**src/rtl/tsrx_pkg.sv**
```systemverilog
package tsrx_pkg;

  // Width of an occupancy counter able to hold 0..depth.
  function automatic int cnt_bits(input int depth);
    return $clog2(depth + 1);
  endfunction

  // Width of a channel selector (at least one bit).
  function automatic int sel_bits(input int n);
    return (n > 1) ? $clog2(n) : 1;
  endfunction

  // Capture control state of one channel.
  typedef struct packed {
    logic act;
    logic gate;
  } chan_ctl_t;

endpackage

```
**src/rtl/tsrx_deser.sv**
```systemverilog
// Per-channel bit gate and byte packer, MSB first.
module tsrx_deser
  import tsrx_pkg::*;
#(
  parameter int DW = 8
) (
  input  logic          clk,
  input  logic          rst,
  input  logic          bit_in,
  input  logic          slot_hit,
  input  logic          start,
  input  logic          stop,
  input  logic          gate_req,
  output logic          byte_vld,
  output logic [DW-1:0] byte_out,
  output chan_ctl_t     status
);

  localparam int             BCW  = $clog2(DW);
  localparam logic [BCW-1:0] LAST = BCW'(DW - 1);

  logic           active;
  logic           gating;
  logic           take;
  logic [DW-2:0]  sh;
  logic [BCW-1:0] bcnt;

  // A bit counts unless the gate is open and the bit is a one.
  assign take     = active && slot_hit && !(gating && bit_in);
  assign byte_vld = take && (bcnt == LAST);
  assign byte_out = {sh, bit_in};

  assign status.act  = active;
  assign status.gate = gating;

  always_ff @(posedge clk) begin
    if (rst) begin
      active <= 1'b0;
      gating <= 1'b0;
      sh     <= '0;
      bcnt   <= '0;
    end else if (stop) begin
      active <= 1'b0;
      gating <= 1'b0;
      bcnt   <= '0;
    end else if (start && !active) begin
      active <= 1'b1;
      gating <= gate_req;
      bcnt   <= '0;
    end else if (take) begin
      gating <= 1'b0;
      sh     <= {sh[DW-3:0], bit_in};
      bcnt   <= byte_vld ? '0 : bcnt + 1'b1;
    end
  end

endmodule

```
**src/rtl/tsrx_shfifo.sv**
```systemverilog
// Shift-up receive FIFO: reads come from location 0, a full FIFO
// overwrites its newest location.
module tsrx_shfifo
  import tsrx_pkg::*;
#(
  parameter int DW    = 8,
  parameter int DEPTH = 4,
  localparam int CW   = cnt_bits(DEPTH)
) (
  input  logic          clk,
  input  logic          rst,
  input  logic          push,
  input  logic [DW-1:0] din,
  input  logic          pop_req,
  output logic [DW-1:0] head,
  output logic [CW-1:0] fill,
  output logic          half,
  output logic          drained
);

  localparam int            IW    = (DEPTH > 1) ? $clog2(DEPTH) : 1;
  localparam logic [CW-1:0] FULL  = CW'(DEPTH);
  localparam logic [CW-1:0] HALFV = CW'(DEPTH / 2);
  localparam logic [CW-1:0] ONE   = CW'(1);

  logic [DW-1:0] mem [DEPTH];
  logic          pop;
  logic [CW-1:0] cnt_nxt;
  logic [IW-1:0] widx;

  assign pop     = pop_req && (fill != '0);
  assign drained = pop && !push && (fill == ONE);
  assign head    = mem[0];

  always_comb begin
    if (pop && !push)                      cnt_nxt = fill - ONE;
    else if (push && !pop && fill != FULL) cnt_nxt = fill + ONE;
    else                                   cnt_nxt = fill;
  end

  // Write slot: after a shift the slot is fill-1, when full it is the
  // newest location, otherwise the first free one.
  always_comb begin
    if (pop)                widx = IW'(fill - ONE);
    else if (fill == FULL)  widx = IW'(DEPTH - 1);
    else                    widx = IW'(fill);
  end

  always_ff @(posedge clk) begin
    if (pop) begin
      for (int i = 0; i < DEPTH - 1; i++) mem[i] <= mem[i+1];
    end
    if (push) mem[widx] <= din;
  end

  always_ff @(posedge clk) begin
    if (rst) begin
      fill <= '0;
      half <= 1'b1;
    end else begin
      fill <= cnt_nxt;
      half <= (cnt_nxt <= HALFV);
    end
  end

endmodule

```
**src/rtl/tslot_rx_fifo.sv**
```systemverilog
// Multi-channel gated timeslot receive FIFO.
module tslot_rx_fifo
  import tsrx_pkg::*;
#(
  parameter int  NCH   = 2,
  parameter int  DW    = 8,
  parameter int  DEPTH = 4,
  localparam int CHW   = sel_bits(NCH),
  localparam int CW    = cnt_bits(DEPTH)
) (
  input  logic           clk,
  input  logic           rst,
  input  logic           rx_bit,
  input  logic [NCH-1:0] slot_en,
  input  logic           ctl_wr,
  input  logic [CHW-1:0] ctl_ch,
  input  logic           ctl_act,
  input  logic           ctl_gate,
  input  logic           rd_en,
  input  logic [CHW-1:0] rd_ch,
  output logic [DW-1:0]  rd_data,
  output logic           rd_valid,
  output logic [NCH-1:0] level_half,
  output logic [NCH-1:0] act_q,
  output logic [NCH-1:0] gate_q
);

  logic [NCH-1:0][DW-1:0] head_a;
  logic [NCH-1:0][CW-1:0] fill;
  logic [NCH-1:0]         drained;

  for (genvar ch = 0; ch < NCH; ch++) begin : g_ch
    logic          wr_hit;
    logic          start;
    logic          stop;
    logic          pop_req;
    logic          byte_vld;
    logic [DW-1:0] byte_val;
    chan_ctl_t     st;

    assign wr_hit  = ctl_wr && (ctl_ch == CHW'(ch));
    assign start   = wr_hit && ctl_act;
    assign stop    = (wr_hit && !ctl_act) || drained[ch];
    assign pop_req = rd_en && (rd_ch == CHW'(ch));

    tsrx_deser #(.DW(DW)) u_deser (
      .clk      (clk),
      .rst      (rst),
      .bit_in   (rx_bit),
      .slot_hit (slot_en[ch]),
      .start    (start),
      .stop     (stop),
      .gate_req (ctl_gate),
      .byte_vld (byte_vld),
      .byte_out (byte_val),
      .status   (st)
    );

    tsrx_shfifo #(.DW(DW), .DEPTH(DEPTH)) u_fifo (
      .clk     (clk),
      .rst     (rst),
      .push    (byte_vld),
      .din     (byte_val),
      .pop_req (pop_req),
      .head    (head_a[ch]),
      .fill    (fill[ch]),
      .half    (level_half[ch]),
      .drained (drained[ch])
    );

    assign act_q[ch]  = st.act;
    assign gate_q[ch] = st.gate;
  end

  logic [DW-1:0] sel_head;
  logic          sel_any;

  always_comb begin
    sel_head = '0;
    sel_any  = 1'b0;
    for (int c = 0; c < NCH; c++) begin
      if (rd_ch == CHW'(c)) begin
        sel_head = head_a[c];
        sel_any  = (fill[c] != '0);
      end
    end
  end

  always_ff @(posedge clk) begin
    if (rst) begin
      rd_data  <= '0;
      rd_valid <= 1'b0;
    end else begin
      rd_valid <= rd_en && sel_any;
      if (rd_en && sel_any) rd_data <= sel_head;
    end
  end

endmodule

```
**config.mk**
```make
export PLATFORM = sky130hd
export DESIGN_NAME = tslot_rx_fifo
export DESIGN_NICKNAME = d
export VERILOG_FILES = /design/src/rtl/tsrx_pkg.sv /design/src/rtl/tsrx_deser.sv /design/src/rtl/tsrx_shfifo.sv /design/src/rtl/tslot_rx_fifo.sv
export SDC_FILE = /design/constraint.sdc
export NUM_CORES = 1
export LEC_CHECK = 0
export BUFFER_PORTS_ARGS = -buffer_cell sky130_fd_sc_hd__buf_2
export CORE_MARGIN = 10
export CORE_UTILIZATION = 40
export CTS_CLUSTER_DIAMETER = 80
export DETAILED_ROUTE_END_ITERATION = 16
export GPL_TIMING_DRIVEN = 0
export PLACE_DENSITY_LB_ADDON = 0.12
export SYNTH_ARGS = -nofsm -noshare
export SYNTH_HDL_FRONTEND = slang
export SYNTH_SLANG_ARGS = --single-unit
export TNS_END_PERCENT = 10
```
**constraint.sdc**
```tcl
create_clock -name clk -period 2.5 [get_ports clk]
set_input_delay 0.125 -clock clk [delete_from_list [all_inputs] [get_ports clk]]
set_output_delay 0.125 -clock clk [all_outputs]
set_load 0.005 [all_outputs]
```
* Yosys cells after proc, flatten, opt, wreduce, memory -nomap -nowiden
Memories as Yosys holds them, arrays and structs flattened.
Index checks and enable logic that the tools add are counted.
** Word-level totals
- Memory bits (read-only) :: 0
- RAM bits :: 64
- Logic and storage cells :: 112
- Bits in latches :: 0
- Bits in registers :: 41
- Output and inout bits :: 15
- Input port bits :: 11
- Memories :: 2
** Operators by class
- Muxes and demuxes :: 24
- Reduce and logical (&&, ||, !) cells :: 50
- Magnitude comparators :: 2
- Equality and inequality tests :: 8
- Add/subtract/negate cells :: 6
- Div/mod/pow operators :: 0
- Bitwise gates (word level) :: 6
- Shift-type cells :: 0
- $mul :: 0
** Memories
- g_ch[0].u_fifo.mem :: depth 4, bits a word 8, read ports 4, clocked after memory_dff 0, wr ports 4, RTL line tsrx_shfifo.sv:26 : logic [DW-1:0] mem [DEPTH];
- g_ch[1].u_fifo.mem :: depth 4, bits a word 8, read ports 4, clocked after memory_dff 0, wr ports 4, RTL line tsrx_shfifo.sv:26
** Operators with widths (number)
- logical AND 1 bit :: 29
- 2-to-1 mux 3 bit :: 6
- 2-to-1 mux 1 bit :: 13
- adder 3 x 1 -> 3 bit (second input constant) :: 4
- equality test 3 bit (second input constant) :: 4
- logical NOT 1 bit :: 9
- 2-to-1 mux 2 bit :: 4
- 2-to-1 mux 8 bit :: 1
- equality test 3 x 1 -> 1 bit (second input constant) :: 2
- <= comparator 3 x 2 -> 1 bit (second input constant) :: 2
- != test 3 bit (second input constant) :: 2
- NOT 1 bit :: 6
- AND reduction 3 bit :: 2
- nonzero test 3 bit :: 2
- OR reduction 3 bit :: 2
- subtractor 3 x 1 -> 3 bit (second input constant) :: 2
- nonzero test 2 bit :: 2
- OR reduction 2 bit :: 2
- logical OR 1 bit :: 2

* Logic depth before layout (Yosys ltp)
Gate-level depths: netlist of run 1.
- Depth in word-level cells :: 10
- Gate-level depth with buffers :: 10
- Depth with buffers taken out :: 7

* Cells and area by module
From an unflattened synthesis of run 1, not the netlist that was laid out.
** Second synthesis, totals
- Cell total of the unflattened synthesis :: 381
- Area total of the unflattened synthesis :: 5043.6 um2
** By module, submodules not included
- tsrx_shfifo (g_ch[1].u_fifo) :: sequential area each 1041.0 um2, area an instance 1717.9 um2, times used 1, cells each 114
- tsrx_shfifo (g_ch[0].u_fifo) :: sequential area each 1041.0 um2, area an instance 1676.6 um2, times used 1, cells each 106
- tsrx_deser :: sequential area each 240.2 um2, area an instance 556.8 um2, times used 2, cells each 53
- tslot_rx_fifo :: sequential area each 180.2 um2, area an instance 535.5 um2, times used 1, cells each 55

* Worst setup path after synthesis of run 1
No wires, ideal clock.
- Path type :: flip-flop to flip-flop
- From :: register g_ch[1].u_fifo.fill[0]
- To :: memory g_ch[1].u_fifo.mem[2][0], data pin
- Stages on the path, launching flop included :: 9
- Library setup time :: 0.260 ns
- Clock period less this slack :: 2.372 ns
- Data required time :: 2.240 ns
- Arrival time :: 2.112 ns
- Buffers on the path :: 1
- Slack :: 0.128 ns
- Path through :: dfxtp_1 > clkbuf_1 > inv_1 > ha_1 > nor2b_1 > nor2_1 > a22oi_1 > o211ai_2 > mux2_2
** RTL lines
- start, declared :: RTL line tsrx_shfifo.sv:16 : output logic [CW-1:0] fill,
- start signal, assigned :: RTL line tsrx_shfifo.sv:61 : fill <= cnt_nxt;
- end, declared :: RTL line tsrx_shfifo.sv:26

==> flow_summary.ini, run 1 <==
[clock_network]
clockBufferDepth = 2
clk_latency_ps = 340
cts_sinks = 105
cts_buffers = 9
cts-root-buf = clkbuf_16
h-tree-depth = 3
cts_tree = done
cts.clk_slew.worst_paths_ps = 70

[worst_setup_path]
critPathBufInv = 0
cpLargestDelayFamily = simple AND/OR/NAND/NOR gates
crit_top_cell = ha_1
crit_required_ps = 2590
critPathMaxStageDelay_ps = 580
path_class = reg -> reg
worstPathCellList = ha_1 -> ha_1 -> nand4_2 -> nor3_4 -> mux2_1
end_kind = flip-flop
crit_fanout = 9
worstPathArrival_ps = 2500
worstSetupStartpointType = flip-flop
critical-path-slowest-cell = nor3_4

[global_route]
grt_max_degree = 19
grt_overflow = 0
grt_pass1_vias = 2978
grt_use_total_pct = 11.78
antenna_found_initial = 0
grt_pass1_wl_um = 15220

[logic_synthesis]
netlist_area_mm2 = 0.004777
synth_compound_area_share_pct = 8.617
synth.distinct_cells = 56
synth_seq_cells = 105
synth_top_family_by_area = multiplexers
ys_warn_count = 0
synth_ff_type = edfxtp_1
seq_area_frac_synth_pct = 57.41
syn-num-nets = 396
synth_fa_ha_area_share_pct = 3.143
avgSynthCellArea_um2 = 12.81
synthArstFlopShare_pct = 0
synthXorXnorAreaFrac_pct = 0.1833
syn-instance-count = 373
synth-edff-count = 64
muxShareOfSynthArea_pct = 17.02
synth-simple-area-share_pct = 10.97

[die]
core_mm2 = 0.01156
die_x_um = 129.3
pin_count = 26
dieArea_mm2 = 0.01671
start_util_pct = 41.31
rows = 39
dieHeight_um = 129.3

[run_status]
outcome = complete, no violations

[layout]
n_antenna_cell = 0
drive_gt1_share_pct = 31.57
fin_util_pct = 47.94
finalNetCount = 433
fillers = 1026
syn2layout_area_growth_pct = 16.06

[timing]
fmax_ghz = 0.4146
fin_crit_ps = 2412
whs_ps = 47.32
slew_violations = 0
rsz0062_at_grt = yes
fin_skew_ps = 6.135
fin_crit_sh_pct = 96.47
max_slew_margin_pct = 43.49
setup_viol = 0
hold_viol_final = 0
worstMarginPinSlew_ps = 846.1

[pwr]
p_per_area_mw_per_mm2 = 689.1
ir_drop_mv = 0.4038
p_leak_nw = 1.985

[drt]
remaining_drc_errors = 0
avgViaCountPerCell = 5.289
dr.pass1.iters = 4
routed-via-count = 2951
wl_per_cell_um = 17.31
wirelength_um = 9658
first_iter_violations = 149
antenna_left = 0

[flow_run]
max_cap_viol_count = 0

[placed_design]
portBuffers = 24
gp_congestion = 0.7654
dp_hpwl_um = 6671

[hold_path]
worstHoldPathType = in -> reg
[synthesized netlist by cell type, types with 2 or more instances]
master | instances | share of area, %
nand4_2 | 3 | 0.79
dfxtp_1 | 41 | 17
nor3_1 | 4 | 0.42
and3_1 | 4 | 0.52
a211oi_1 | 8 | 1.3
o2bb2ai_1 | 2 | 0.37
nand2_1 | 18 | 1.4
nor2b_1 | 4 | 0.52
nand2b_1 | 3 | 0.39
mux2_2 | 42 | 9.9
ha_1 | 12 | 3.1
nand2_2 | 3 | 0.39
edfxtp_1 | 64 | 40
nor3b_1 | 3 | 0.47
buf_2 | 2 | 0.21
nand3b_1 | 2 | 0.31
clkbuf_1 | 7 | 0.55
and2_1 | 2 | 0.26
nand3_1 | 5 | 0.52
inv_1 | 7 | 0.55
nor2_1 | 39 | 3.1
or2_2 | 3 | 0.39
mux2_1 | 8 | 1.9
buf_4 | 7 | 1.1
o21ai_2 | 2 | 0.37
o21ai_0 | 8 | 0.84
a21oi_1 | 17 | 1.8
mux2i_1 | 25 | 5.2
[worst paths after layout]
check / start / to / slack (ps) / cells past startpoint
worst max-delay path: g_ch[0].u_deser.bcnt[0] / g_ch[0].u_fifo.mem[1][1] / 90 / 5
worst min register to register: g_ch[1].u_deser.active / g_ch[1].u_deser.active / 480 / 2
worst min-delay path: ctl_gate / g_ch[1].u_deser.gating / 50 / 3
worst max register to register: g_ch[0].u_deser.bcnt[0] / g_ch[0].u_fifo.mem[1][1] / 90 / 5
[cell usage in the layout (no fill, tap or decap), types with 3 or more instances in the layout]
| master | instances |
|---|---|
| clkinvlp_4 | 4 |
| clkbuf_16 | 9 |
| nor2_1 | 38 |
| o21ai_0 | 7 |
| a211oi_1 | 8 |
| edfxtp_1 | 64 |
| nand3_1 | 5 |
| nand2_1 | 12 |
| clkbuf_1 | 5 |
| dfxtp_1 | 39 |
| mux2i_1 | 25 |
| mux2_2 | 42 |
| buf_4 | 8 |
| and3_1 | 4 |
| nor2b_1 | 3 |
| buf_2 | 25 |
| nand2_4 | 5 |
| nand2_2 | 4 |
| ha_1 | 11 |
| nor3_1 | 3 |
| inv_1 | 7 |
| mux2_1 | 8 |
| a21oi_1 | 15 |
| nand2b_1 | 3 |
| nor3b_1 | 3 |
[cells by family (layout without fill, tap and decap cells)]
logic type	after synthesis	in the layout
muxes	75	75
and+or+nand+nor	101	101
adders and majority gates	12	12
buffers and inverters	24	66
AOI/OAI and AO/OA	55	55
xor gates and xnor gates	1	1
DFF	105	105
[power breakdown]
| part | switching (mW) | leakage, nW | total (mW) | internal (mW) |
|---|---|---|---|---|
| Sequential | 0.0367 | 0.903 | 1.94 | 1.90 |
| Clock | 0.643 | 0.135 | 1.43 | 0.783 |
| Combinational | 0.274 | 0.947 | 0.456 | 0.182 |
| Total | 0.953 | 1.98 | 3.82 | 2.87 |
[repair_timing]
| item | 4_1_cts | 5_1_grt |
|---|---|---|
| endpoints found under the hold margin | 1 | 0 |
| hold buffers | 1 | 0 |
| endpoints found under the setup margin | 88 | 120 |
| gates resized for setup | 13 | 25 |
| pin swaps | 0 | 2 |
| buffers inserted | 0 | 1 |
| cloned | 0 | 0 |
[state kept, by name (all words and copies together) (netlist names)]
| signal | count |
|---|---|
| g_ch.u_deser.sh | 14 |
| g_ch.u_deser.active | 2 |
| rd_data | 8 |
| g_ch.u_fifo.mem | 64 |
| g_ch.u_deser.bcnt | 6 |
| g_ch.u_fifo.fill | 6 |
| g_ch.u_deser.gating | 2 |
| g_ch.u_fifo.half | 2 |
| rd_valid | 1 |
[stage by stage]
step	setup WS (ps)	cells	cell area (um2)	setup TNS [ps]	total power [mW]
after floorplan	128.4	373	4777	0	2.257
after global placement	-489.5	540	5076	-18700	2.377
after detailed placement	-458.9	540	5076	-19580	2.380
after CTS	-74.27	557	5425	-1501	3.817
after global routing	-106.1	558	5544	-1921	3.977
final	88.18	558	5544	0	3.820
[metal layers]
| metal | wire length [um] | vias to the layer above | global-route usage, % |
|---|---|---|---|
| met4 | 186 | 0 | 5.686 |
| met3 | 433 | 11 | 2.365 |
| met2 | 4703 | 50 | 19.57 |
| li1 | - | 1453 | - |
| met1 | 4335 | 1437 | 14.38 |
| met5 | 0 | - | 0 |
[layout make-up]
type / instances / area (um2) / share of cell area, %
Buffer: 17 / 113.9 / 2.054
Multi-Input combinational cell: 244 / 2027 / 36.56
Sequential cell: 105 / 2745 / 49.51
Clock inverter: 7 / 77.57 / 1.399
Inverter: 7 / 26.28 / 0.4739
Tap cell: 143 / 178.9 / 3.227
Clock buffer: 9 / 225.2 / 4.062
Timing Repair Buffer: 26 / 150.1 / 2.708
[tightest hold or removal path, cell delays in order]
cell and delay (ps):
buf_2 110, nand2_1 50, a21oi_1 60
No activity file was read; power rests on OpenSTA's default activity.
==> inputs of run 2 (changes only) <==
--- a/config.mk
+++ b/config.mk
@@ -6,12 +6,14 @@
 export NUM_CORES = 1
 export LEC_CHECK = 0
 export BUFFER_PORTS_ARGS = -buffer_cell sky130_fd_sc_hd__buf_2
+export CAP_MARGIN = 20
 export CORE_MARGIN = 10
 export CORE_UTILIZATION = 40
 export CTS_CLUSTER_DIAMETER = 80
 export DETAILED_ROUTE_END_ITERATION = 16
 export GPL_TIMING_DRIVEN = 0
 export PLACE_DENSITY_LB_ADDON = 0.12
+export REMOVE_ABC_BUFFERS = 1
 export SYNTH_ARGS = -nofsm -noshare
 export SYNTH_HDL_FRONTEND = slang
 export SYNTH_SLANG_ARGS = --single-unit
==> flow_summary.ini, run 2 (synthesis results as in run 1) <==
[drt]
avgViaCountPerCell = 5.296
antenna_left = 0
dr.pass1.iters = 4
wl_per_cell_um = 16.87
first_iter_violations = 132
remaining_drc_errors = 0
routed-via-count = 2865
wirelength_um = 9125

[die]
pin_count = 26
rows = 39
dieHeight_um = 129.3
core_mm2 = 0.01156
start_util_pct = 41.31
dieArea_mm2 = 0.01671
die_x_um = 129.3

[run_status]
outcome = complete, no violations

[global_route]
grt_pass1_wl_um = 15070
grt_pass1_vias = 2850
grt_use_total_pct = 11.60
grt_overflow = 0
grt_max_degree = 36
antenna_found_initial = 0

[placed_design]
dp_hpwl_um = 6181
dp_slack_ps = -429.2
dpl-instance-area_mm2 = 0.004989
portBuffers = 25
gp_congestion = 0.7734

[clock_network]
postCtsHoldBufs = 0
cts_tree = done
cts-root-buf = clkbuf_16
cts_sinks = 105
cts.clk_slew.worst_paths_ps = 70
cts_buffers = 9
cts_setup_buffers = 0
clockBufferDepth = 2
h-tree-depth = 3
clk_latency_ps = 350

[worst_setup_path]
startpoint = g_ch[0].u_fifo.fill[1]
reg2reg_depth = 7
worstPathArrival_ps = 2510
end_kind = flip-flop
worstPathCellList = inv_1 -> ha_1 -> nand2_1 -> o21ai_2 -> a21oi_2 -> nand4_2 -> mux2_2
critPathMaxStageDelay_ps = 420
reg2reg_from = g_ch[0].u_fifo.fill[1]
crit_required_ps = 2600
setup.worst_path.end = g_ch[0].u_fifo.mem[2][3]
path_class = reg -> reg
crit_fanout = 9
rrSetupSlack_ps = 90
worstSetupStartpointType = flip-flop
r2r-end = g_ch[0].u_fifo.mem[2][3]
critical-path-slowest-cell = dfxtp_1

[layout]
mostFrequentLayoutCells = edfxtp_1 (64), mux2_2 (42), dfxtp_1 (39)
registers.top_by_ff_count = g_ch.u_fifo.mem
fin_area_mm2 = 0.005354
final_common_cell = edfxtp_1
largest_reg_flops = 64
finalNetCount = 416
biggestRegsByFlops = g_ch.u_fifo.mem (64), g_ch.u_deser.sh (14), rd_data (8)
fillers = 1058
n_antenna_cell = 0
fin_util_pct = 46.29
drive_gt1_share_pct = 29.65
syn2layout_area_growth_pct = 12.07

[timing]
tns_ps = 0
slew_violations = 0
fin_crit_sh_pct = 96.30
setup_viol = 0
fin_crit_ps = 2408
rsz0062_at_grt = yes
fmax_ghz = 0.4154
hold_viol_final = 0
fin_skew_ps = 7.905
worst_slack_ps = 92.43
max_slew_margin_pct = 38.67
worstMarginPinSlew_ps = 918.2

[pwr]
swShare_pct = 24.65
p_clk_share_pct = 37.9
p_per_area_mw_per_mm2 = 702.0
switchingPower_mw = 0.9264
power_mw = 3.759
p_leak_nw = 1.893
p_comb_share_pct = 10.1
ir_drop_mv = 0.4039
seqPwrFrac_pct = 52.1
intPower_mw = 2.832

[hold_path]
worstHoldPathType = in -> reg

[flow_run]
max_cap_viol_count = 0
run 2: final cells by class:
cell class	instances	area, um2	area share [%]
flip-flops and latches	105	2748	51.32
multi-input cells	244	1969	36.78
clock buffers	9	225.2	4.207
well taps	143	178.9	3.342
repair buffers	26	132.6	2.477
clock inverters	7	73.82	1.379
inverters	7	26.28	0.4908
run 2: routing by layer:
| layer | vias to the layer above | global-route usage (%) | share of wire [%] |
|---|---|---|---|
| met2 | 40 | 17.24 | 43 |
| met5 | - | 0 | 0 |
| li1 | 1428 | - | - |
| met1 | 1389 | 15.53 | 51 |
| met4 | 0 | 3.545 | 1.2 |
| met3 | 8 | 4.078 | 4.7 |
run 2: worst min-delay path by stage:
stage | start | endpoint | cells past startpoint
2_1_floorplan | rst | rd_valid | 1
3_3_place_gp | ctl_gate | g_ch[1].u_deser.gating | 3
3_5_place_dp | ctl_gate | g_ch[1].u_deser.gating | 3
4_1_cts | ctl_gate | g_ch[1].u_deser.gating | 3
5_1_grt | ctl_gate | g_ch[1].u_deser.gating | 3
6_report | ctl_gate | g_ch[1].u_deser.gating | 3
run 2: repair_timing:
item	CTS	global route
hold endpoints to repair	0	0
setup endpoints to repair	56	77
pin swaps	0	1
resized for setup	15	5
run 2: critical path, delay by kind of cell (launching register included):
kind / cells / cell delay [ps]
AOI/OAI and AO/OA: 2 / 440
and+or+nand+nor: 2 / 530
adders and majority gates: 1 / 260
muxes: 1 / 400
DFF: 1 / 420
buffers and inverters: 1 / 120
run 2: stage by stage:
stage	cells	hold slack [ps]
6_report	541	43.02
5_1_grt	541	60.39
4_1_cts	541	32.43
3_5_place_dp	525	401.7
3_3_place_gp	524	389.9
2_1_floorplan	356	194.1
run 2: power groups by stage:
stage          registers, mW  clock network, mW  logic (mW)
2_1_floorplan           1.98                  0       0.245
3_3_place_gp            1.99                  0       0.357
3_5_place_dp            1.99                  0       0.363
4_1_cts                 1.96               1.47       0.383
5_1_grt                 1.97               1.54       0.425
6_report                1.96               1.42       0.378
